===== config.mk =====
export PLATFORM = sky130hd
export DESIGN_NAME = degraded_recovery_ctrl
export DESIGN_NICKNAME = d
export VERILOG_FILES = /design/src/rtl/rcv_pkg.sv /design/src/rtl/rcv_watchdog.sv /design/src/rtl/rcv_refetch_gate.sv /design/src/rtl/rcv_feature_mask.sv /design/src/rtl/degraded_recovery_ctrl.sv
export SDC_FILE = /design/constraint.sdc
export NUM_CORES = 1
export LEC_CHECK = 0
export BUFFER_PORTS_ARGS = -buffer_cell sky130_fd_sc_hd__buf_2
export CORE_MARGIN = 2
export CORE_UTILIZATION = 35
export DETAILED_ROUTE_END_ITERATION = 12
export MAX_ROUTING_LAYER = met4
export SYNTH_ARGS = -nofsm -noshare
export SYNTH_HDL_FRONTEND = slang
export SYNTH_HIERARCHICAL = 1
export SYNTH_SLANG_ARGS = --single-unit
export TNS_END_PERCENT = 50

===== constraint.sdc =====
create_clock -name clk -period 4.2 [get_ports clk]
set_clock_uncertainty 0.15 [all_clocks]
set_input_delay 1.26 -clock clk [delete_from_list [all_inputs] [get_ports clk]]
set_output_delay 1.26 -clock clk [all_outputs]
set_load 0.05 [all_outputs]

===== src/rtl/rcv_pkg.sv =====
`timescale 1ns/1ps
package rcv_pkg;
   typedef enum logic [1:0] {
      RC_NORMAL   = 2'd0,
      RC_DEGRADED = 2'd1,
      RC_ERROR    = 2'd2
   } rc_state_t;
endpackage


===== src/rtl/rcv_watchdog.sv =====
`timescale 1ns/1ps
module rcv_watchdog #(
   parameter int WDOG_CYCLES = 16
) (
   input  logic clk,
   input  logic rst_n,
   input  logic armed,      // controller in normal mode
   input  logic busy,
   input  logic progress,   // checker saw an instruction
   output logic timeout
);
   localparam int CNT_W = (WDOG_CYCLES > 2) ? $clog2(WDOG_CYCLES) : 1;
   localparam logic [CNT_W-1:0] LAST = CNT_W'(WDOG_CYCLES - 1);

   if (WDOG_CYCLES < 2) begin : g_bad_limit
      $error("rcv_watchdog: WDOG_CYCLES must be at least 2");
   end

   logic [CNT_W-1:0] cnt_q;
   logic             stall;

   assign stall   = armed && busy && !progress;
   assign timeout = stall && (cnt_q == LAST);

   always_ff @(posedge clk) begin
      if (!rst_n) begin
         cnt_q <= '0;
      end else if (!stall || timeout) begin
         cnt_q <= '0;
      end else begin
         cnt_q <= cnt_q + 1'b1;
      end
   end

   // the count never runs past the limit
   assert_count_bound_R9: assert property (@(posedge clk) disable iff (!rst_n)
      cnt_q <= LAST);
   // a non-stall cycle restarts counting
   assert_count_restart_R9: assert property (@(posedge clk) disable iff (!rst_n)
      !stall |=> cnt_q == '0);
endmodule


===== src/rtl/rcv_refetch_gate.sv =====
`timescale 1ns/1ps
module rcv_refetch_gate (
   input  logic clk,
   input  logic rst_n,
   input  logic active,      // degraded mode
   input  logic fetch_fire,
   output logic grant,       // fetch allowed during degraded mode
   output logic taken        // the single instruction has been fetched
);
   logic taken_q;

   always_ff @(posedge clk) begin
      if (!rst_n) begin
         taken_q <= 1'b0;
      end else if (!active) begin
         taken_q <= 1'b0;
      end else if (fetch_fire) begin
         taken_q <= 1'b1;
      end
   end

   assign taken = taken_q;
   assign grant = active && !taken_q;

   // once the one fetch is accepted, no further grant in this episode
   assert_single_fetch_R3: assert property (@(posedge clk) disable iff (!rst_n)
      (active && grant && fetch_fire) |=> !grant);
endmodule


===== src/rtl/rcv_feature_mask.sv =====
`timescale 1ns/1ps
module rcv_feature_mask #(
   parameter int                N_FEAT    = 4,
   parameter logic [N_FEAT-1:0] FEAT_MASK = '1
) (
   input  logic              degraded,
   output logic [N_FEAT-1:0] feat_off
);
   if (N_FEAT < 1) begin : g_bad_feat
      $error("rcv_feature_mask: N_FEAT must be at least 1");
   end

   for (genvar i = 0; i < N_FEAT; i++) begin : g_bit
      if (FEAT_MASK[i]) begin : g_ctl
         assign feat_off[i] = degraded;
      end else begin : g_keep
         assign feat_off[i] = 1'b0;
      end
   end
endmodule


===== src/rtl/degraded_recovery_ctrl.sv =====
`timescale 1ns/1ps
module degraded_recovery_ctrl #(
   parameter int                PC_W        = 32,
   parameter int                WDOG_CYCLES = 16,
   parameter bit                WDOG_EN     = 1'b1,
   parameter int                N_FEAT      = 4,
   parameter logic [N_FEAT-1:0] FEAT_MASK   = 4'b1011
) (
   input  logic              clk,
   input  logic              rst_n,
   input  logic              chk_valid,
   input  logic              chk_ok,
   input  logic [PC_W-1:0]   chk_pc,
   input  logic              core_busy,
   input  logic [PC_W-1:0]   oldest_pc,
   input  logic              fetch_fire,
   output logic              flush,
   output logic              redirect_valid,
   output logic [PC_W-1:0]   redirect_pc,
   output logic              fetch_en,
   output logic              degraded,
   output logic [N_FEAT-1:0] feat_off,
   output logic              exception
);
   import rcv_pkg::*;

   if (PC_W < 2) begin : g_bad_pc
      $error("degraded_recovery_ctrl: PC_W must be at least 2");
   end

   rc_state_t       state_q, state_d;
   logic            flush_q, redir_q;
   logic [PC_W-1:0] rpc_q;
   logic            fail_now, timeout, enter, grant, taken;

   // ---- stall watchdog (optional) ----
   if (WDOG_EN) begin : g_wdog
      rcv_watchdog #(.WDOG_CYCLES(WDOG_CYCLES)) u_wdog (
         .clk     (clk),
         .rst_n   (rst_n),
         .armed   (state_q == RC_NORMAL),
         .busy    (core_busy),
         .progress(chk_valid),
         .timeout (timeout)
      );
   end else begin : g_no_wdog
      assign timeout = 1'b0;
   end

   // ---- single-fetch gate for degraded mode ----
   rcv_refetch_gate u_gate (
      .clk       (clk),
      .rst_n     (rst_n),
      .active    (state_q == RC_DEGRADED),
      .fetch_fire(fetch_fire),
      .grant     (grant),
      .taken     (taken)
   );

   // ---- feature disables ----
   rcv_feature_mask #(.N_FEAT(N_FEAT), .FEAT_MASK(FEAT_MASK)) u_mask (
      .degraded(degraded),
      .feat_off(feat_off)
   );

   assign fail_now = chk_valid && !chk_ok;
   assign enter    = (state_q == RC_NORMAL) && (fail_now || timeout);

   always_comb begin
      state_d = state_q;
      unique case (state_q)
         RC_NORMAL:   if (enter) state_d = RC_DEGRADED;
         RC_DEGRADED: if (taken && chk_valid) state_d = chk_ok ? RC_NORMAL : RC_ERROR;
         RC_ERROR:    state_d = RC_ERROR;
         default:     state_d = RC_ERROR;
      endcase
   end

   always_ff @(posedge clk) begin
      if (!rst_n) begin
         state_q <= RC_NORMAL;
         flush_q <= 1'b0;
         redir_q <= 1'b0;
         rpc_q   <= '0;
      end else begin
         state_q <= state_d;
         flush_q <= enter;
         redir_q <= enter;
         if (enter) rpc_q <= fail_now ? chk_pc : oldest_pc;
      end
   end

   assign flush          = flush_q;
   assign redirect_valid = redir_q;
   assign redirect_pc    = rpc_q;
   assign degraded       = (state_q == RC_DEGRADED);
   assign exception      = (state_q == RC_ERROR);
   assign fetch_en       = (state_q == RC_NORMAL) || grant;

   // flush is a single-cycle pulse
   assert_flush_pulse_R2: assert property (@(posedge clk) disable iff (!rst_n)
      flush |=> !flush);
   // every entry to degraded mode comes with flush and redirect
   assert_entry_strobes_R2: assert property (@(posedge clk) disable iff (!rst_n)
      $rose(degraded) |-> (flush && redirect_valid));
   // redirect carries the rejected PC
   assert_redirect_pc_R2: assert property (@(posedge clk) disable iff (!rst_n)
      (!degraded && !exception && chk_valid && !chk_ok) |=> (redirect_pc == $past(chk_pc)));
   // a pass after the refetch restores normal fetch
   assert_return_R5: assert property (@(posedge clk) disable iff (!rst_n)
      (degraded && !fetch_en && chk_valid && chk_ok) |=> (fetch_en && !degraded));
   // error state never fetches
   assert_error_nofetch_R6: assert property (@(posedge clk) disable iff (!rst_n)
      exception |-> !fetch_en);
   // error state is sticky and silent
   assert_error_sticky_R7: assert property (@(posedge clk) disable iff (!rst_n)
      exception |=> (exception && !flush && !redirect_valid));
endmodule


==> results of run 1 <==
==> logic make-up (layout without fill, tap and decap cells) <==
group	Yosys count	count (layout)	share of synthesized area, %
AOI/OAI and AO/OA	70	70	22.2
xor gates and xnor gates	1	1	0.405
adders and majority gates	1	1	0.579
buffers and inverters	27	122	8.39
DFF	40	40	37.0
muxes	32	32	14.8
other	1	1	0.173
and+or+nand+nor	52	52	16.4
==> through the flow <==
| stage | power, W | setup WS, ps | hold WS, ps | std cells | instance area (sq um) |
|---|---|---|---|---|---|
| final | 0.000912 | 1200 | 358 | 394 | 2760 |
| after global routing | 0.000963 | 1040 | 393 | 394 | 2760 |
| after CTS | 0.000924 | 1170 | 366 | 394 | 2760 |
| after detailed placement | 0.000683 | 1190 | 352 | 387 | 2680 |
| after global placement | 0.000680 | 1220 | 331 | 387 | 2680 |
| after floorplan | 0.000616 | 988 | 309 | 224 | 2160 |
==> registers in the layout (all words and copies together), names as in the netlist <==
name,count
redirect_pc,32
u_gate/taken,1
g_wdog.u_wdog/cnt_q,4
redirect_valid,1
state_q,2
==> area by class of cell <==
type,count,area share (%)
clock buffers,6,2.63
flip-flops and latches,40,29.1
inverters,1,0.136
repair buffers,114,21.2
well taps,75,3.41
clock inverters,1,0.182
multi-input cells,157,43.4
==> worst max-delay path, delay by kind of cell, from the launching register on <==
kind / cells / cell delay, ps
buffers and inverters: 1 / 250
DFF: 1 / 450
and+or+nand+nor: 3 / 600
==> routing by layer <==
layer / GRT usage, % / vias up / routed length [um]
met5: - / - / 0
met3: 4.35 / 6 / 443
met2: 28.5 / 83 / 2480
met1: 19.2 / 920 / 2430
li1: - / 1025 / -
met4: 3.93 / 0 / 52
==> cell usage in the layout, fill, tap and decap left out <==
cell	synthesis	layout
a21oi_1	34	34
a31oi_1	1	1
and2_1	1	1
and2b_2	1	1
buf_2	6	109
buf_4	8	5
clkbuf_1	7	1
clkbuf_8	0	5
clkinv_2	0	1
conb_1	1	1
dfxtp_1	40	40
ha_1	1	1
inv_1	1	1
mux2i_1	32	32
nand2_1	2	2
nand3_1	1	1
nand3_2	1	1
nand4b_1	1	1
nand4b_4	1	1
nor2_1	2	2
nor2_4	0	1
nor2b_1	3	3
nor2b_4	0	1
nor3_1	1	1
nor3_4	0	1
nor3b_2	1	1
nor4bb_1	1	1
o211a_1	1	1
o21a_1	1	1
o21ai_1	1	1
o221ai_1	32	32
or2_2	33	33
xnor2_1	1	1
==> worst paths after layout <==
check	startpoint	end	slack, ps	depth (start not counted)
max	state_q[0]$_SDFFE_PN0P_	fetch_en	1200	4
min	g_wdog.u_wdog/cnt_q[0]$_SDFF_PP0_	g_wdog.u_wdog/cnt_q[0]$_SDFF_PP0_	360	1
max reg2reg	state_q[1]$_SDFFE_PN0P_	redirect_pc[18]$_SDFFE_PN0P_	1670	8
min reg2reg	g_wdog.u_wdog/cnt_q[0]$_SDFF_PP0_	g_wdog.u_wdog/cnt_q[0]$_SDFF_PP0_	360	1
==> report_power, final <==
| group | internal, W | total (W) | switching (W) |
|---|---|---|---|
| clock network | 0.000113 | 0.000240 | 0.000127 |
| logic | 0.0000893 | 0.000254 | 0.000165 |
| registers | 0.000402 | 0.000418 | 0.0000161 |
==> reports/metrics.yaml, run 1 <==
yosysSeqAreaShare_pct: 37.0
start_kind: "flip-flop"
die-area_sq_um: 6820
routed_wl_um: 5400
fin_nets: 390
drc: 0
regArea_sq_um: 801
die_w_um: 82.6
ios: 111
coreArea_sq_um: 5960
synth-main-ff-cell: "dfxtp_1"
grt_overflow: 0
cp-end-kind: "output pin"
dp_hpwl_um: 3580
gp_congestion: 0.687
synth_cells: 224
slew_headroom_pct: 42.4
worst_pin_slew_ps: 865
utilization_pct: 46.3
tns_ps: 0
vdd_drop_max_v: 0.000137
cp_max_fo: 6
antenna_cells: 0
setup-violations-final: 0
post_cts_buffers: 0
die_h_um: 82.6
hold_class: "reg -> reg"
fin_crit_ps: 3000
yosys-top-cells-area: "dfxtp_1 (37%), mux2i_1 (15%), o221ai_1 (13%)"
fillCellCount: 605
synth_top_area_cell: "dfxtp_1"
syn-num-nets: 295
yosysWarnings: 6
synth_edf_count: 0
cp.arrival_ps: 1590
cp.required_ps: 2790
io_buffers: 109
p_per_area_nw_per_um2: 331
initialDrtViolationCount: 112
rows: 28
drive_gt1_share_pct: 50.2
cts_resized: 0
gr-usage-all-layers_pct: 16.5
grt_pass1_wl_um: 8470
yosysMostFrequentCell: "dfxtp_1"
htreeDepth: 2
synth_common_cells: "dfxtp_1 (40), a21oi_1 (34), or2_2 (33), mux2i_1 (32), o221ai_1 (32)"
fin_crit_sh_pct: 71.4
numCtsBuffers: 5
slowest_stage: "dfxtp_1"
rsz0062_at_grt: "no"
fmax_mhz: 333
cts.clk_slew.worst_paths_ps: 70
area_growth_pct: 27.4
grt_max_degree: 67
max_stage_delay_ps: 450
antenna_left: 0
final_max_slew_viol_count: 0
antenna_found_initial: 0
cts_root_buf: "clkbuf_8"
post-synth-top-area-fraction_pct: 37.0
max-cap-violations: 0
cts_buffer_depth: 2
vias: 2034
cts_hold_buf: 0
status: "finished clean"
syn_area_sq_um: 2160
worstSetupPathType: "reg -> out"
cts_sinks: 40
syn_area_per_cell_sq_um: 9.65
grt_pass1_vias: 1887
initial_utilization_pct: 36.3
crit_chain: "nor2b_1 > and2b_2 > or2_2 > buf_2"
synthArstFlopShare_pct: 0
firstDrtPassIters: 4
clock_latency_ps: 290
multi_input_area_sq_um: 1200
cts_tree: "done"
total_leakage_power_nw: 1.36
wl_per_cell_um: 13.7
hold_violations: 0
synth_seq_cells: 40
avgViaCountPerCell: 5.16
yosysUniqueCellTypes: 35
No activity file was read; power rests on OpenSTA's default activity.
==> run 2: changes to the inputs <==
--- a/config.mk
+++ b/config.mk
@@ -10,6 +10,7 @@
 export CORE_UTILIZATION = 35
 export DETAILED_ROUTE_END_ITERATION = 12
 export MAX_ROUTING_LAYER = met4
+export PLACE_DENSITY = 0.67
 export SYNTH_ARGS = -nofsm -noshare
 export SYNTH_HDL_FRONTEND = slang
 export SYNTH_HIERARCHICAL = 1
==> constraint.sdc (replaced) <==
create_clock -name clk -period 2.71 [get_ports clk]
set_clock_uncertainty 0.15 [all_clocks]
set_input_delay 0.813 -clock clk [delete_from_list [all_inputs] [get_ports clk]]
set_output_delay 0.813 -clock clk [all_outputs]
set_load 0.05 [all_outputs]
==> run 2 against run 1 <==
Against the previous run:
- sequential share of layout area shrank 0.58 points
- critical path depth is the same
- routed wire length grew 2.4%
- setup slack lost 1000 ps
- die area is the same
- non-clock buffer count grew 3
- core utilization grew 0.95 points
- register-to-register slack lost 980 ps
- combinational power grew 58%
- cell area grew 2.0%
- largest cell class unchanged
==> reports/metrics.yaml, run 2 (synthesized netlist as in run 1, its figures left out) <==
setup_slack_ps: 168
worstSetupPathType: "reg -> out"
r2r-end: "redirect_pc[9]$_SDFFE_PN0P_"
ios: 111
max_stage_delay_ps: 380
slew_headroom_pct: 56.1
swShare_pct: 34.2
cp.required_ps: 1750
dp.cells: 390
p_switching_w: 0.000489
cts_buffer_depth: 2
status: "finished clean"
fin_crit_ps: 2540
rows: 28
rrSetupSlack_ps: 690
drc: 0
cts_hold_buf: 0
hold_violations: 0
routed_wl_um: 5530
rsz0062_at_grt: "no"
final_max_slew_viol_count: 0
die_h_um: 82.6
cp-end-kind: "output pin"
grt_max_degree: 39
drive_gt1_share_pct: 51.2
placed_area_sq_um: 2730
firstDrtPassIters: 4
antenna_left: 0
cts_tree: "done"
initialDrtViolationCount: 97
whs_path_depth: 1
final_cell_mix: "buf_2 (109), dfxtp_1 (40), a21oi_1 (34)"
cts_sinks: 40
worst_pin_slew_ps: 659
dp_slack_ps: 479
clock_latency_ps: 290
fin_crit_sh_pct: 93.8
dp_hpwl_um: 3900
min_from: "g_wdog.u_wdog/cnt_q[0]$_SDFF_PP0_"
tns_ps: 0
grt_overflow: 0
r2r_start: "state_q[1]$_SDFFE_PN0P_"
final_cells: 398
cp.arrival_ps: 1580
antenna_found_initial: 1
gr-usage-all-layers_pct: 16.4
total_leakage_power_nw: 1.39
fin_nets: 393
largest_reg_flops: 32
min_to: "g_wdog.u_wdog/cnt_q[0]$_SDFF_PP0_"
fmax_mhz: 393
io_buffers: 109
start_kind: "flip-flop"
wl_per_cell_um: 13.9
cp_max_fo: 6
area_growth_pct: 30.0
cts_resized: 0
combinationalPowerShare_pct: 28.1
internal-power_w: 0.000942
pwr-share-clk_pct: 26.6
die_w_um: 82.6
coreArea_sq_um: 5960
max-cap-violations: 0
initial_utilization_pct: 36.3
hold_class: "reg -> reg"
mostFrequentLayoutCell: "buf_2"
grt_pass1_vias: 1864
numCtsBuffers: 5
utilization_pct: 47.2
die-area_sq_um: 6820
cts_root_buf: "clkbuf_8"
slowest_stage: "dfxtp_1"
fin_area_sq_um: 2810
grt_pass1_wl_um: 8450
post_cts_buffers: 0
setup-violations-final: 0
p_per_area_nw_per_um2: 509
ff2ff_path_depth: 7
vias: 2052
avgViaCountPerCell: 5.16
cts.clk_slew.worst_paths_ps: 80
pwr-share-seq_pct: 45.4
gp_congestion: 0.706
htreeDepth: 2
crit_chain: "nor2b_2 > and2b_2 > or2_2 > buf_2"
vdd_drop_max_v: 0.000251
## run 2: changes by cell type in the layout (fill, tap and decap cells not counted), sizes merged
cell,delta
clkinvlp,+1
diode,+1
buf,+3
clkbuf,-1
## run 2: critical path: cells and delay by family (launching register included)
kind	cells	cell delay, ps
AND/OR/NAND/NOR	3	700
buffers and inverters	1	210
flip-flops	1	380
## run 2: metrics by stage
stage	hold WS [ps]	total power, W
3_3_place_gp	330	0.00106
2_1_floorplan	309	0.000955
4_1_cts	349	0.00145
3_5_place_dp	339	0.00107
6_report	350	0.00143
5_1_grt	384	0.00150
## run 2: worst max-delay path by stage
| stage | startpoint | end | cells after the start |
|---|---|---|---|
| global route | state_q[0]$_SDFFE_PN0P_ | fetch_en | 4 |
| floorplan | state_q[0]$_SDFFE_PN0P_ | fetch_en | 3 |
| detailed placement | state_q[0]$_SDFFE_PN0P_ | fetch_en | 4 |
| finish | state_q[0]$_SDFFE_PN0P_ | fetch_en | 4 |
| global placement | state_q[0]$_SDFFE_PN0P_ | fetch_en | 4 |
| CTS | state_q[0]$_SDFFE_PN0P_ | fetch_en | 4 |
## run 2: area by class of cell
| cell class | count | area (sq um) |
|---|---|---|
| fillers | 611 | 3140 |
| multi-input cells | 157 | 1200 |
| flip-flops and latches | 40 | 801 |
| repair buffers | 117 | 631 |
| well taps | 75 | 93.8 |
| clock buffers | 5 | 68.8 |
| clock inverters | 2 | 12.5 |
| inverters | 1 | 3.75 |
| diodes | 1 | 2.50 |
## run 2: power groups by stage
stage	Combinational [W]	Clock, W	Sequential, W
5_1_grt	0.000431	0.000418	0.000653
2_1_floorplan	0.000181	0	0.000773
6_report	0.000401	0.000380	0.000649
3_3_place_gp	0.000398	0	0.000660
4_1_cts	0.000404	0.000400	0.000648
3_5_place_dp	0.000403	0	0.000662
## run 2: metal layers
| layer | track usage [%] | share of wire, % | wire [um] | vias up |
|---|---|---|---|---|
| met5 | - | 0 | 0 | - |
| met4 | 5.25 | 1.3 | 72 | 0 |
| met3 | 3.91 | 6.6 | 363 | 7 |
| met2 | 27.4 | 47 | 2600 | 79 |
| met1 | 19.6 | 45 | 2490 | 937 |
| li1 | - | - | - | 1029 |
